[src/rtl/spireg_pkg.sv]
package spireg_pkg;
    localparam int FRAME_BITS = 16;
    localparam int ERR_BIT    = 3;
    localparam logic [15:0] ID_VALUE = 16'h3F08;
endpackage

[src/rtl/spireg_sync.sv]
// Oversampling synchronizer and edge detector for the serial bus inputs.
module spireg_sync #(
    parameter int STAGES = 2
) (
    input  logic clk_i,
    input  logic rst_ni,
    input  logic sclk_i,
    input  logic cs_ni,
    input  logic mosi_i,
    output logic sclk_rise_o,
    output logic sclk_fall_o,
    output logic cs_rise_o,
    output logic cs_low_o,
    output logic mosi_o
);
    typedef struct packed {
        logic [STAGES-1:0] sclk;
        logic [STAGES-1:0] csn;
        logic [STAGES-1:0] mosi;
        logic              sclk_prev;
        logic              csn_prev;
    } sync_t;

    sync_t q, d;

    always_comb begin
        d           = q;
        d.sclk      = {q.sclk[STAGES-2:0], sclk_i};
        d.csn       = {q.csn[STAGES-2:0], cs_ni};
        d.mosi      = {q.mosi[STAGES-2:0], mosi_i};
        d.sclk_prev = q.sclk[STAGES-1];
        d.csn_prev  = q.csn[STAGES-1];
    end

    always_ff @(posedge clk_i) begin
        if (!rst_ni) begin
            q.sclk      <= '1;
            q.csn       <= '1;
            q.mosi      <= '0;
            q.sclk_prev <= 1'b1;
            q.csn_prev  <= 1'b1;
        end else begin
            q <= d;
        end
    end

    assign sclk_rise_o = q.sclk[STAGES-1] & ~q.sclk_prev;
    assign sclk_fall_o = ~q.sclk[STAGES-1] & q.sclk_prev;
    assign cs_rise_o   = q.csn[STAGES-1] & ~q.csn_prev;
    assign cs_low_o    = ~q.csn[STAGES-1];
    assign mosi_o      = q.mosi[STAGES-1];
endmodule

[src/rtl/spireg_frame.sv]
// Bit counter, receive shifter and one-frame-late transmit shifter.
module spireg_frame
    import spireg_pkg::*;
(
    input  logic        clk_i,
    input  logic        rst_ni,
    input  logic        rise_i,
    input  logic        fall_i,
    input  logic        cs_low_i,
    input  logic        cs_rise_i,
    input  logic        mosi_i,
    input  logic [15:0] resp_i,
    output logic [15:0] word_o,
    output logic        done_o,
    output logic        err_o,
    output logic        miso_o,
    output logic        drive_o
);
    localparam int CW = $clog2(FRAME_BITS);
    localparam logic [CW-1:0] LAST = CW'(FRAME_BITS - 1);

    typedef struct packed {
        logic [CW-1:0] cnt;
        logic [15:0]   rx;
        logic [15:0]   tx;
        logic [15:0]   hold;
        logic          vld;
        logic          dout;
    } frm_t;

    frm_t q, d;

    assign word_o = {q.rx[14:0], mosi_i};
    assign done_o = cs_low_i & rise_i & (q.cnt == LAST);
    assign err_o  = cs_rise_i & (q.cnt != '0);

    always_comb begin
        d = q;
        if (!cs_low_i) begin
            d.cnt = '0;
            d.tx  = q.hold;
        end else if (rise_i) begin
            d.rx  = {q.rx[14:0], mosi_i};
            d.cnt = q.cnt + 1'b1;
            if (q.cnt == LAST) begin
                d.hold = resp_i;
                d.tx   = resp_i;
                d.vld  = ~word_o[15];
            end
        end else if (fall_i) begin
            d.dout = q.tx[15];
            d.tx   = {q.tx[14:0], 1'b0};
        end
    end

    always_ff @(posedge clk_i) begin
        if (!rst_ni) begin
            q <= '0;
        end else begin
            q <= d;
        end
    end

    assign miso_o  = q.dout;
    assign drive_o = q.vld;
endmodule

[src/rtl/spireg_bank.sv]
// Register file, clear-on-read status word and identification word.
module spireg_bank
    import spireg_pkg::*;
#(
    parameter int          NREGS     = 8,
    parameter logic [6:0]  REG_BASE  = 7'h20,
    parameter logic [6:0]  STAT_ADDR = 7'h02,
    parameter logic [6:0]  ID_ADDR   = 7'h00
) (
    input  logic        clk_i,
    input  logic        rst_ni,
    input  logic        done_i,
    input  logic [15:0] word_i,
    input  logic        err_i,
    output logic [15:0] rdata_o,
    output logic [15:0] status_o
);
    localparam int IDXW = (NREGS > 1) ? $clog2(NREGS) : 1;
    localparam logic [5:0] RF_LO = REG_BASE[6:1];
    localparam logic [6:0] RF_HI = {1'b0, RF_LO} + 7'(NREGS);
    localparam logic [5:0] ST_W  = STAT_ADDR[6:1];
    localparam logic [5:0] ID_W  = ID_ADDR[6:1];

    typedef struct packed {
        logic [NREGS-1:0][15:0] regs;
        logic [15:0]            status;
    } bank_t;

    bank_t q, d;

    logic            wr;
    logic [6:0]      addr;
    logic [7:0]      data;
    logic [5:0]      wsel;
    logic            rf_hit;
    logic [IDXW-1:0] idx;

    always_comb begin
        d      = q;
        wr     = word_i[15];
        addr   = word_i[14:8];
        data   = word_i[7:0];
        wsel   = addr[6:1];
        rf_hit = (wsel >= RF_LO) && ({1'b0, wsel} < RF_HI);
        idx    = IDXW'(wsel - RF_LO);

        rdata_o = '0;
        if (wsel == ID_W) begin
            rdata_o = ID_VALUE;
        end else if (wsel == ST_W) begin
            rdata_o = q.status;
        end else if (rf_hit) begin
            rdata_o = q.regs[idx];
        end

        if (done_i) begin
            if (wr) begin
                if (rf_hit) begin
                    if (addr[0]) begin
                        d.regs[idx][15:8] = data;
                    end else begin
                        d.regs[idx][7:0] = data;
                    end
                end
            end else if (wsel == ST_W) begin
                d.status = '0;
            end
        end
        if (err_i) begin
            d.status[ERR_BIT] = 1'b1;
        end
    end

    always_ff @(posedge clk_i) begin
        if (!rst_ni) begin
            q <= '0;
        end else begin
            q <= d;
        end
    end

    assign status_o = q.status;
endmodule

[src/rtl/spi_reg_port.sv]
// Mode-3 SPI slave giving byte-write, word-read access to a register bank.
module spi_reg_port #(
    parameter int          SYNC_STAGES = 2,
    parameter int          NREGS       = 8,
    parameter logic [6:0]  REG_BASE    = 7'h20,
    parameter logic [6:0]  STAT_ADDR   = 7'h02,
    parameter logic [6:0]  ID_ADDR     = 7'h00
) (
    input  logic clk_i,
    input  logic rst_ni,
    input  logic sclk_i,
    input  logic cs_ni,
    input  logic mosi_i,
    output logic miso_o,
    output logic miso_oe_o
);
    logic        s_rise, s_fall, c_rise, c_low, s_mosi;
    logic [15:0] frm_word, rdata, status;
    logic        frm_done, frm_err, resp_vld;

    spireg_sync #(.STAGES(SYNC_STAGES)) u_sync (
        .clk_i       (clk_i),
        .rst_ni      (rst_ni),
        .sclk_i      (sclk_i),
        .cs_ni       (cs_ni),
        .mosi_i      (mosi_i),
        .sclk_rise_o (s_rise),
        .sclk_fall_o (s_fall),
        .cs_rise_o   (c_rise),
        .cs_low_o    (c_low),
        .mosi_o      (s_mosi)
    );

    spireg_frame u_frame (
        .clk_i     (clk_i),
        .rst_ni    (rst_ni),
        .rise_i    (s_rise),
        .fall_i    (s_fall),
        .cs_low_i  (c_low),
        .cs_rise_i (c_rise),
        .mosi_i    (s_mosi),
        .resp_i    (rdata),
        .word_o    (frm_word),
        .done_o    (frm_done),
        .err_o     (frm_err),
        .miso_o    (miso_o),
        .drive_o   (resp_vld)
    );

    spireg_bank #(
        .NREGS     (NREGS),
        .REG_BASE  (REG_BASE),
        .STAT_ADDR (STAT_ADDR),
        .ID_ADDR   (ID_ADDR)
    ) u_bank (
        .clk_i    (clk_i),
        .rst_ni   (rst_ni),
        .done_i   (frm_done),
        .word_i   (frm_word),
        .err_i    (frm_err),
        .rdata_o  (rdata),
        .status_o (status)
    );

    assign miso_oe_o = resp_vld & ~cs_ni;
endmodule

[config.mk]
export PLATFORM = sky130hd
export DESIGN_NAME = spi_reg_port
export DESIGN_NICKNAME = d
export VERILOG_FILES = /design/src/rtl/spireg_pkg.sv /design/src/rtl/spireg_sync.sv /design/src/rtl/spireg_frame.sv /design/src/rtl/spireg_bank.sv /design/src/rtl/spi_reg_port.sv
export SDC_FILE = /design/constraint.sdc
export NUM_CORES = 1
export LEC_CHECK = 0
export BUFFER_PORTS_ARGS = -buffer_cell sky130_fd_sc_hd__buf_2
export CAP_MARGIN = 20
export CORE_ASPECT_RATIO = 1.1
export CORE_MARGIN = 2
export CORE_UTILIZATION = 50
export DETAILED_ROUTE_END_ITERATION = 8
export GPL_ROUTABILITY_DRIVEN = 0
export MAX_ROUTING_LAYER = met4
export PLACE_DENSITY = 0.65
export SETUP_SLACK_MARGIN = 0.15
export SLEW_MARGIN = 0
export SYNTH_ARGS = -nofsm -noshare
export SYNTH_HDL_FRONTEND = slang
export SYNTH_SLANG_ARGS = --single-unit
[constraint.sdc]
create_clock -name clk_i -period 2.83 [get_ports clk_i]
set_clock_uncertainty 0.05 [all_clocks]
set_input_delay 0.283 -clock clk_i [delete_from_list [all_inputs] [get_ports clk_i]]
set_output_delay 0.283 -clock clk_i [all_outputs]
set_load 0.01 [all_outputs]
==> impl_metrics.yaml, run 1 <==
outcome:
  status: "finished, final reports clean"
drt:
  viasPerCell: 6.08
  wl_um: 22600
  ant_nets: 0
  firstDrtPassIters: 5
  drc: 0
  dr_total_vias: 6880
  drt_iter0_markers: 648
  wl_per_cell_um: 20.0
floorplan:
  die_height_um: 142
  rows: 50
  core_area_um2: 17000
  die-area_um2: 18300
  io_pins: 7
  die_x_um: 129
  start_util_pct: 50.8
clock_tree:
  cts-root-buf: "clkbuf_16"
  clock_tree.buffer_depth: 2
  worstSkewPairLatency_ps: 440
  cts_sinks: 190
  path_clk_slew_ps: 70
  tritoncts: "yes"
  htreeDepth: 4
  numCtsBuffers: 17
final_layout:
  diodes: 0
  regArea_um2: 3810
  final_common_cell: "dfxtp_1"
  post-route-util_pct: 55.6
  mostFrequentLayoutCells: "dfxtp_1, nand2_1, mux2i_1"
  multi_input_area_um2: 4420
  drive_gt1_share_pct: 10.7
  fill_cells: 1481
  final_net_count: 892
  area_delta_synth_final_pct: 9.43
  final_cells: 1132
critical_path:
  slowest_delay_ps: 760
  endpoint_kind: "flip-flop"
  path_delay_family: "simple AND/OR/NAND/NOR gates"
  worstPathCellList: "nand2_1 > or2_2 > nor2_2 > mux2i_1"
  crit_buf_inv: 0
  crit_arrival_ps: 2650
  rr_startpoint: "u_frame.word_o[11]"
  required_ps: 3140
  critical_path_class: "reg -> reg"
  crit_start: "u_frame.word_o[11]"
  cpMaxStageDelayCell: "dfxtp_1"
  cp_max_fo: 17
  crit_path_start_kind: "flip-flop"
yosys:
  synth-async-reset-ratio_pct: 0
  synth_cells: 913
  synth.area.top_cells: "dfxtp_1, mux2i_1, nand2_1"
  synth_edf_count: 0
  synth_nets: 920
  yosysTopAreaCellShare_pct: 44.2
  ys_ff_latch: 190
  yosysTopAreaCell: "dfxtp_1"
  syn_avg_cell_area_um2: 9.44
  synth-main-ff-cell: "dfxtp_1"
  syn_area_um2: 8610
  ys_seq_area_share_pct: 44.2
  ys_types: 52
  yosys_warnings: 0
timing:
  finalSetupViolCount: 0
  worstMarginPinSlew_ps: 982
  period_needed_ps: 2340
  holdWs_ps: 277
  fmax_ghz: 0.428
  drv_slew: 0
  rsz0062_at_grt: "no"
  period_share_pct: 82.6
  finalSetupTns_ps: 0
  max_slew_margin_pct: 34.3
  hold_viol: 0
pwr:
  ir_drop_uv: 438
  p_leak_nw: 3.26
  powerDensity_nw_per_um2: 569
placed_design:
  io_buffers: 6
  dpl.cell_count: 1097
  dpl.hpwl_um: 14700
min_path:
  holdCritPathClass: "in -> reg"
  hold_start: "rst_ni"
job:
  cap_violations: 0
global_route:
  grt_pass1_vias: 6820
  grt.overflow.total: 0
  antenna_found_initial: 0
  grt_pass1_wl_um: 36800
  grtUsageTotal_pct: 26.7
  grt_max_degree: 57
## worst paths after layout
kind                    to  slack (ps)  cells after the start
max reg2reg  u_bank.q[128]         490                      4
max          u_bank.q[128]         490                      4
min            u_sync.q[1]         280                      2
min reg2reg    u_sync.d[0]         370                      1
## layout make-up
class / instances / area share, %
multi-input cells: 638 / 46.8
flip-flops and latches: 190 / 40.4
clock buffers: 20 / 4.74
well taps: 234 / 3.11
repair buffers: 35 / 2.87
clock inverters: 12 / 1.94
inverters: 3 / 0.119
## routing by layer
| metal | global-route usage [%] | wire (µm) | up-vias |
|---|---|---|---|
| met5 | - | 0 | - |
| met4 | 9.78 | 600 | 0 |
| met3 | 4.64 | 1250 | 39 |
| met2 | 41.5 | 10800 | 239 |
| met1 | 34.9 | 9950 | 3399 |
| li1 | - | - | 3203 |
## worst reg2reg max path, delay by kind of cell (launching register included)
family	cells	cell delay (ps)
muxes	1	270
DFF	1	760
and+or+nand+nor	3	1180
## metrics by stage
step                setup WS (ps)  area (µm²)  power, mW
floorplan                    1000        8610       2.83
global placement              608        8770       2.85
detailed placement            489        8770       2.85
CTS                           467        9430       5.40
global route                  331        9430       5.52
finish                        492        9430       5.37
## logic make-up (layout without fill, tap and decap cells)
family | after synthesis | count (layout) | share of synthesized area [%]
AO/OA/AOI/OAI | 243 | 243 | 18.6
XOR/XNOR | 3 | 3 | 0.305
adder cells (fa/ha/maj) | 2 | 2 | 0.290
buffers and inverters | 85 | 70 | 4.59
flip-flops | 190 | 190 | 44.2
multiplexers | 122 | 122 | 16.2
AND/OR/NAND/NOR | 268 | 268 | 15.9
## state kept, by name (all words and copies together), names as in the netlist
signal and count:
u_bank.q 128, u_frame.q 36, u_frame.word_o 15, u_sync.d 5, u_sync.q 2, u_bank.status_o 1
u_frame.drive_o 1, u_frame.miso_o 1, u_sync.mosi_o 1
## Yosys cell counts, types with 3 or more instances
master / n
o211a_1: 6
clkbuf_1: 57
a22oi_1: 24
nor2b_1: 9
dfxtp_1: 190
a21boi_0: 47
and3b_1: 3
mux4_2: 14
inv_1: 3
a21boi_1: 42
buf_2: 10
nand2b_1: 16
a221oi_1: 8
nand3_1: 74
mux2i_1: 107
nor2_2: 3
buf_4: 13
nand4_1: 6
a21oi_1: 13
nor2_1: 11
o21ai_0: 88
and2_1: 4
nor3_2: 3
a31oi_1: 9
nand2_1: 119
## report_power, final
part	internal [mW]	total (mW)	leakage (nW)	switching, mW
clock network	1.51	2.57	0.306	1.06
registers	2.68	2.69	1.53	0.00873
logic	0.0409	0.107	1.42	0.0658
total	4.24	5.37	3.26	1.13
## timing repair
item	4_1_cts	5_1_grt
resized for setup	0	0
hold buffers	3	0
buffers inserted	0	0
endpoints found under the hold margin	3	0
(Power assumes the default switching activity.)
==> inputs of run 2 (changes only) <==
- PLACE_DENSITY: 0.65 -> 0.68
- clock period: 2.83 -> 1.92 ns (I/O delays scaled with it)
==> run 2 against run 1 <==
Compared with the run above:
- design area is 12% higher
- clock-buffer cell count is 4 higher
- clock power is 30% higher
- total power is 40% higher
- cell count is 7.0% higher
- worst hold slack worse by 64 ps
- core utilization is 6.9 points higher
- critical endpoint is now u_bank.q[118]
- largest cell class unchanged
- highest routed layer unchanged
==> impl_metrics.yaml, run 2 (same netlist as run 1, synthesis figures left out) <==
global_route:
  grtUsageTotal_pct: 26.8
  grt_max_degree: 62
  antenna_found_initial: 0
  grt.overflow.total: 0
  grt_pass1_wl_um: 36800
  grt_pass1_vias: 6690
timing:
  period_needed_ps: 1830
  max_slew_margin_pct: 51.8
  period_share_pct: 95.2
  fin_ws_ps: 91.5
  rsz0062_at_grt: "yes"
  worstMarginPinSlew_ps: 722
  holdWs_ps: 214
  fmax_ghz: 0.547
  hold_viol: 0
  finalSetupViolCount: 0
  drv_slew: 0
critical_path:
  crit_arrival_ps: 2090
  rr_startpoint: "u_frame.q[50]"
  required_ps: 2180
  crit_path_start_kind: "flip-flop"
  critical_path_class: "reg -> reg"
  endpoint_kind: "flip-flop"
  crit_start: "u_frame.q[50]"
  cp_max_fo: 24
pwr:
  powerDensity_nw_per_um2: 707
  ir_drop_uv: 667
  p_leak_nw: 3.81
min_path:
  hold_start: "rst_ni"
  holdCritPathClass: "in -> reg"
final_layout:
  final_net_count: 973
  largest_reg_flops: 128
  top_register: "u_bank.q"
  drive_gt1_share_pct: 24.5
  final_area_um2: 10600
  final_common_cell: "dfxtp_1"
  area_delta_synth_final_pct: 22.9
  mostFrequentLayoutCells: "dfxtp_1, nand2_1, mux2i_1"
  diodes: 0
  fill_cells: 1351
drt:
  dr_total_vias: 7173
  wl_per_cell_um: 20.1
  drc: 0
  firstDrtPassIters: 5
  wl_um: 24300
  viasPerCell: 5.92
  drt_iter0_markers: 653
  ant_nets: 0
clock_tree:
  clock_tree.buffer_depth: 2
  path_clk_slew_ps: 70
  worstSkewPairLatency_ps: 430
  htreeDepth: 4
  numCtsBuffers: 17
  cts-root-buf: "clkbuf_16"
  tritoncts: "yes"
  cts_sinks: 190
floorplan:
  core_area_um2: 17000
  io_pins: 7
  die_x_um: 129
  die-area_um2: 18300
  start_util_pct: 50.8
  die_height_um: 142
  rows: 50
placed_design:
  dpl_worst_slack_ps: -48.7
  dpl.hpwl_um: 15000
  io_buffers: 6
  placed_cell_area_um2: 9260
outcome:
  status: "finished, final reports clean"
job:
  cap_violations: 0
-- run 2: cell count changes in the layout (fill, tap and decap cells not counted), sizes merged --
| cell | previous run | this run |
|---|---|---|
| bufinv | 4 | 1 |
| clkinv | 3 | 4 |
| inv | 7 | 3 |
| a311o | 1 | 3 |
| buf | 32 | 108 |
| clkbuf | 20 | 26 |
| bufbuf | 0 | 1 |
-- run 2: timing repair --
item                       4_1_cts  5_1_grt
setup endpoints to repair      130      147
pin swaps                        7       47
hold endpoints to repair         3        0
gates cloned                     4        4
hold buffers                     3        0
buffers inserted                11       14
gates resized for setup         28       94
-- run 2: path summary, 6_finish.rpt --
path	end	slack, ps	depth (start not counted)
setup / recovery	u_bank.q[118]	90	8
hold / removal	u_bank.q[69]	210	3
setup reg to reg	u_bank.q[118]	90	8
hold reg to reg	u_sync.d[0]	360	1
-- run 2: worst max-delay path, stage by stage, from the launching register on --
cell and delay [ps]:
dfxtp_2 350, ha_4 150, and3b_2 230, buf_4 120, buf_4 110, nand4_1 140
buf_6 230, o21ai_0 220, a21boi_1 100
-- run 2: power breakdown --
group	switching [mW]	internal (mW)
registers	0.0107	3.95
clock network	1.47	1.87
logic	0.110	0.0769
-- run 2: through the flow --
stage	setup TNS, ps	std cells	utilization [%]	power (mW)
final	0	1211	62.5	7.49
after global placement	-241	1145	54.6	4.22
after detailed placement	-522	1145	54.6	4.22
after CTS	0	1193	59.4	7.51
after floorplan	0	913	-	4.17
after global routing	0	1211	62.5	7.68
-- run 2: final cells by class --
cell class	count	area [µm²]	area share, %
clock inverter	6	61.3	0.579
tap	234	293	2.76
multi-input combinational	640	4810	45.4
inverter	3	11.3	0.106
timing repair buffer	114	1110	10.4
sequential	190	3830	36.1
clock buffer	24	482	4.55
-- run 2: routing by layer --
| metal | GRT usage [%] | wire length [µm] | up-vias |
|---|---|---|---|
| met3 | 3.92 | 1180 | 46 |
| met2 | 40.3 | 11700 | 212 |
| met4 | 9.67 | 534 | 0 |
| li1 | - | - | 3397 |
| met5 | - | 0 | - |
| met1 | 37.0 | 11000 | 3518 |
==> inputs of run 3 (changes only) <==
- CORE_ASPECT_RATIO: 1.1 -> not set
==> run 3 against run 2 <==
Compared with the run above:
- register-to-register slack gained 30 ps
- clock power up 11%
- combinational power shrank 3%
- via count shrank 0.75%
- sequential cell count unchanged
- sequential power hardly changed
- global-route usage grew 0.23 points
- non-clock buffer count is 18 lower
- first-iteration DRC count grew 14%
- largest cell class unchanged
==> impl_metrics.yaml, run 3 (same netlist as run 1, synthesis figures left out) <==
critical_path:
  required_ps: 2250
  cp_max_fo: 6
  crit_arrival_ps: 2120
  critical_path_class: "reg -> reg"
  crit_path_start_kind: "flip-flop"
  endpoint_kind: "flip-flop"
drt:
  firstDrtPassIters: 6
  wl_per_cell_um: 20.3
  drt_iter0_markers: 747
  viasPerCell: 6.04
  dr_total_vias: 7119
  wl_um: 24000
  ant_nets: 0
  drc: 0
timing:
  period_needed_ps: 1800
  worstMarginPinSlew_ps: 749
  rsz0062_at_grt: "yes"
  drv_slew: 0
  max_slew_margin_pct: 50.0
  hold_viol: 0
  fmax_ghz: 0.556
  finalSetupViolCount: 0
  period_share_pct: 93.6
job:
  cap_violations: 0
global_route:
  use_met2_pct: 39.8
  grt_pass1_vias: 6651
  use_met3_pct: 6.40
  grtUsageTotal_pct: 27.1
  grt_util_met1_pct: 36.5
  grt.overflow.total: 0
  grt.busiest_layer: "met2"
  grt_max_degree: 42
  grt_pass1_wl_um: 37300
  antenna_found_initial: 0
pwr:
  finalPower_mw: 7.86
  powerDensity_nw_per_um2: 751
  pwr-share-clk_pct: 47.3
  switching_power_mw: 1.77
  ir_drop_uv: 895
  p_leak_nw: 3.71
  internal-power_mw: 6.09
  power_frac_comb_pct: 2.3
  power_frac_seq_pct: 50.4
  swShare_pct: 22.5
floorplan:
  die-area_um2: 18300
  die_height_um: 135
  die_x_um: 135
  io_pins: 7
  start_util_pct: 51.6
  core_area_um2: 16700
  rows: 47
final_layout:
  regArea_um2: 3820
  diodes: 0
  multi_input_area_um2: 4730
  area_delta_synth_final_pct: 21.5
  drive_gt1_share_pct: 23.1
  mostFrequentLayoutCells: "dfxtp_1, nand2_1, mux2i_1"
  top_register: "u_bank.q"
  post-route-util_pct: 62.7
  largest_reg_flops: 128
  final_common_cell: "dfxtp_1"
  final_net_count: 953
  fill_cells: 1335
clock_tree:
  path_clk_slew_ps: 70
  cts_sinks: 190
  worstSkewPairLatency_ps: 450
  clock_tree.buffer_depth: 2
  htreeDepth: 4
  tritoncts: "yes"
  numCtsBuffers: 17
  cts-root-buf: "clkbuf_16"
outcome:
  status: "finished, final reports clean"
min_path:
  holdCritPathClass: "in -> reg"
placed_design:
  io_buffers: 6
  dpl.hpwl_um: 15300
[run 3: cell count changes in the layout (fill, tap and decap cells not counted), moves of 3 or more]
cell	delta
clkbuf_1	-4
nand3_1	-4
mux2i_1	+6
a221oi_1	-4
a221oi_2	+5
a22oi_1	+3
a21boi_1	+3
nand3_2	+6
inv_6	+5
mux2i_2	-4
buf_4	-23
a22oi_2	-3
[run 3: final cells by class]
class / instances / area share, %
multi-input cells: 638 / 45.2
flip-flops and latches: 190 / 36.5
repair buffers: 96 / 9.63
clock buffers: 19 / 4.44
well taps: 220 / 2.63
clock inverters: 13 / 1.43
inverters: 3 / 0.108
[run 3: final timing paths]
kind	start	cells after the start	end	slack (ps)
hold / removal	rst_ni	3	u_bank.q[68]	110
setup reg to reg	u_frame.word_o[10]	8	u_bank.q[85]	120
hold reg to reg	u_sync.d[7]	1	u_sync.d[1]	360
setup / recovery	u_frame.word_o[10]	8	u_bank.q[85]	120
[run 3: power by group through the flow]
| stage | combinational, mW | clock, mW | sequential (mW) |
|---|---|---|---|
| 2_1_floorplan | 0.116 | 0 | 4.05 |
| 3_3_place_gp | 0.167 | 0 | 4.05 |
| 3_5_place_dp | 0.165 | 0 | 4.05 |
| 4_1_cts | 0.174 | 3.75 | 3.96 |
| 5_1_grt | 0.196 | 3.90 | 3.96 |
| 6_report | 0.181 | 3.71 | 3.96 |
[run 3: worst max-delay path, stage by stage (launching register included)]
cell,delay [ps]
dfxtp_4,360
buf_8,130
buf_6,110
or2_4,260
nor4_4,220
buf_6,190
clkbuf_16,170
nand3_2,90
a21boi_2,130
[run 3: timing repair]
action | CTS | global route
gates cloned | 1 | 4
pin swaps | 4 | 35
buffers inserted | 7 | 11
endpoints found under the setup margin | 137 | 164
resized for setup | 20 | 93
hold endpoints to repair | 3 | 0
hold buffers | 3 | 0
[run 3: per-layer routing]
metal	wire length, µm	up-vias
li1	-	3339
met1	10600	3495
met2	11100	229
met3	1570	56
met4	684	0
met5	0	-
[run 3: per-stage QoR]
stage | instances | hold slack [ps] | worst slack [ps] | cell area, µm² | TNS [ps]
after floorplan | 913 | 243 | 90.8 | 8630 | 0
after global placement | 1121 | 326 | 46.5 | 9200 | 0
after detailed placement | 1121 | 332 | -3.51 | 9200 | -8.64
after CTS | 1164 | 96.6 | 141 | 9980 | 0
after global routing | 1179 | 112 | 74.2 | 10500 | 0
final | 1179 | 106 | 123 | 10500 | 0
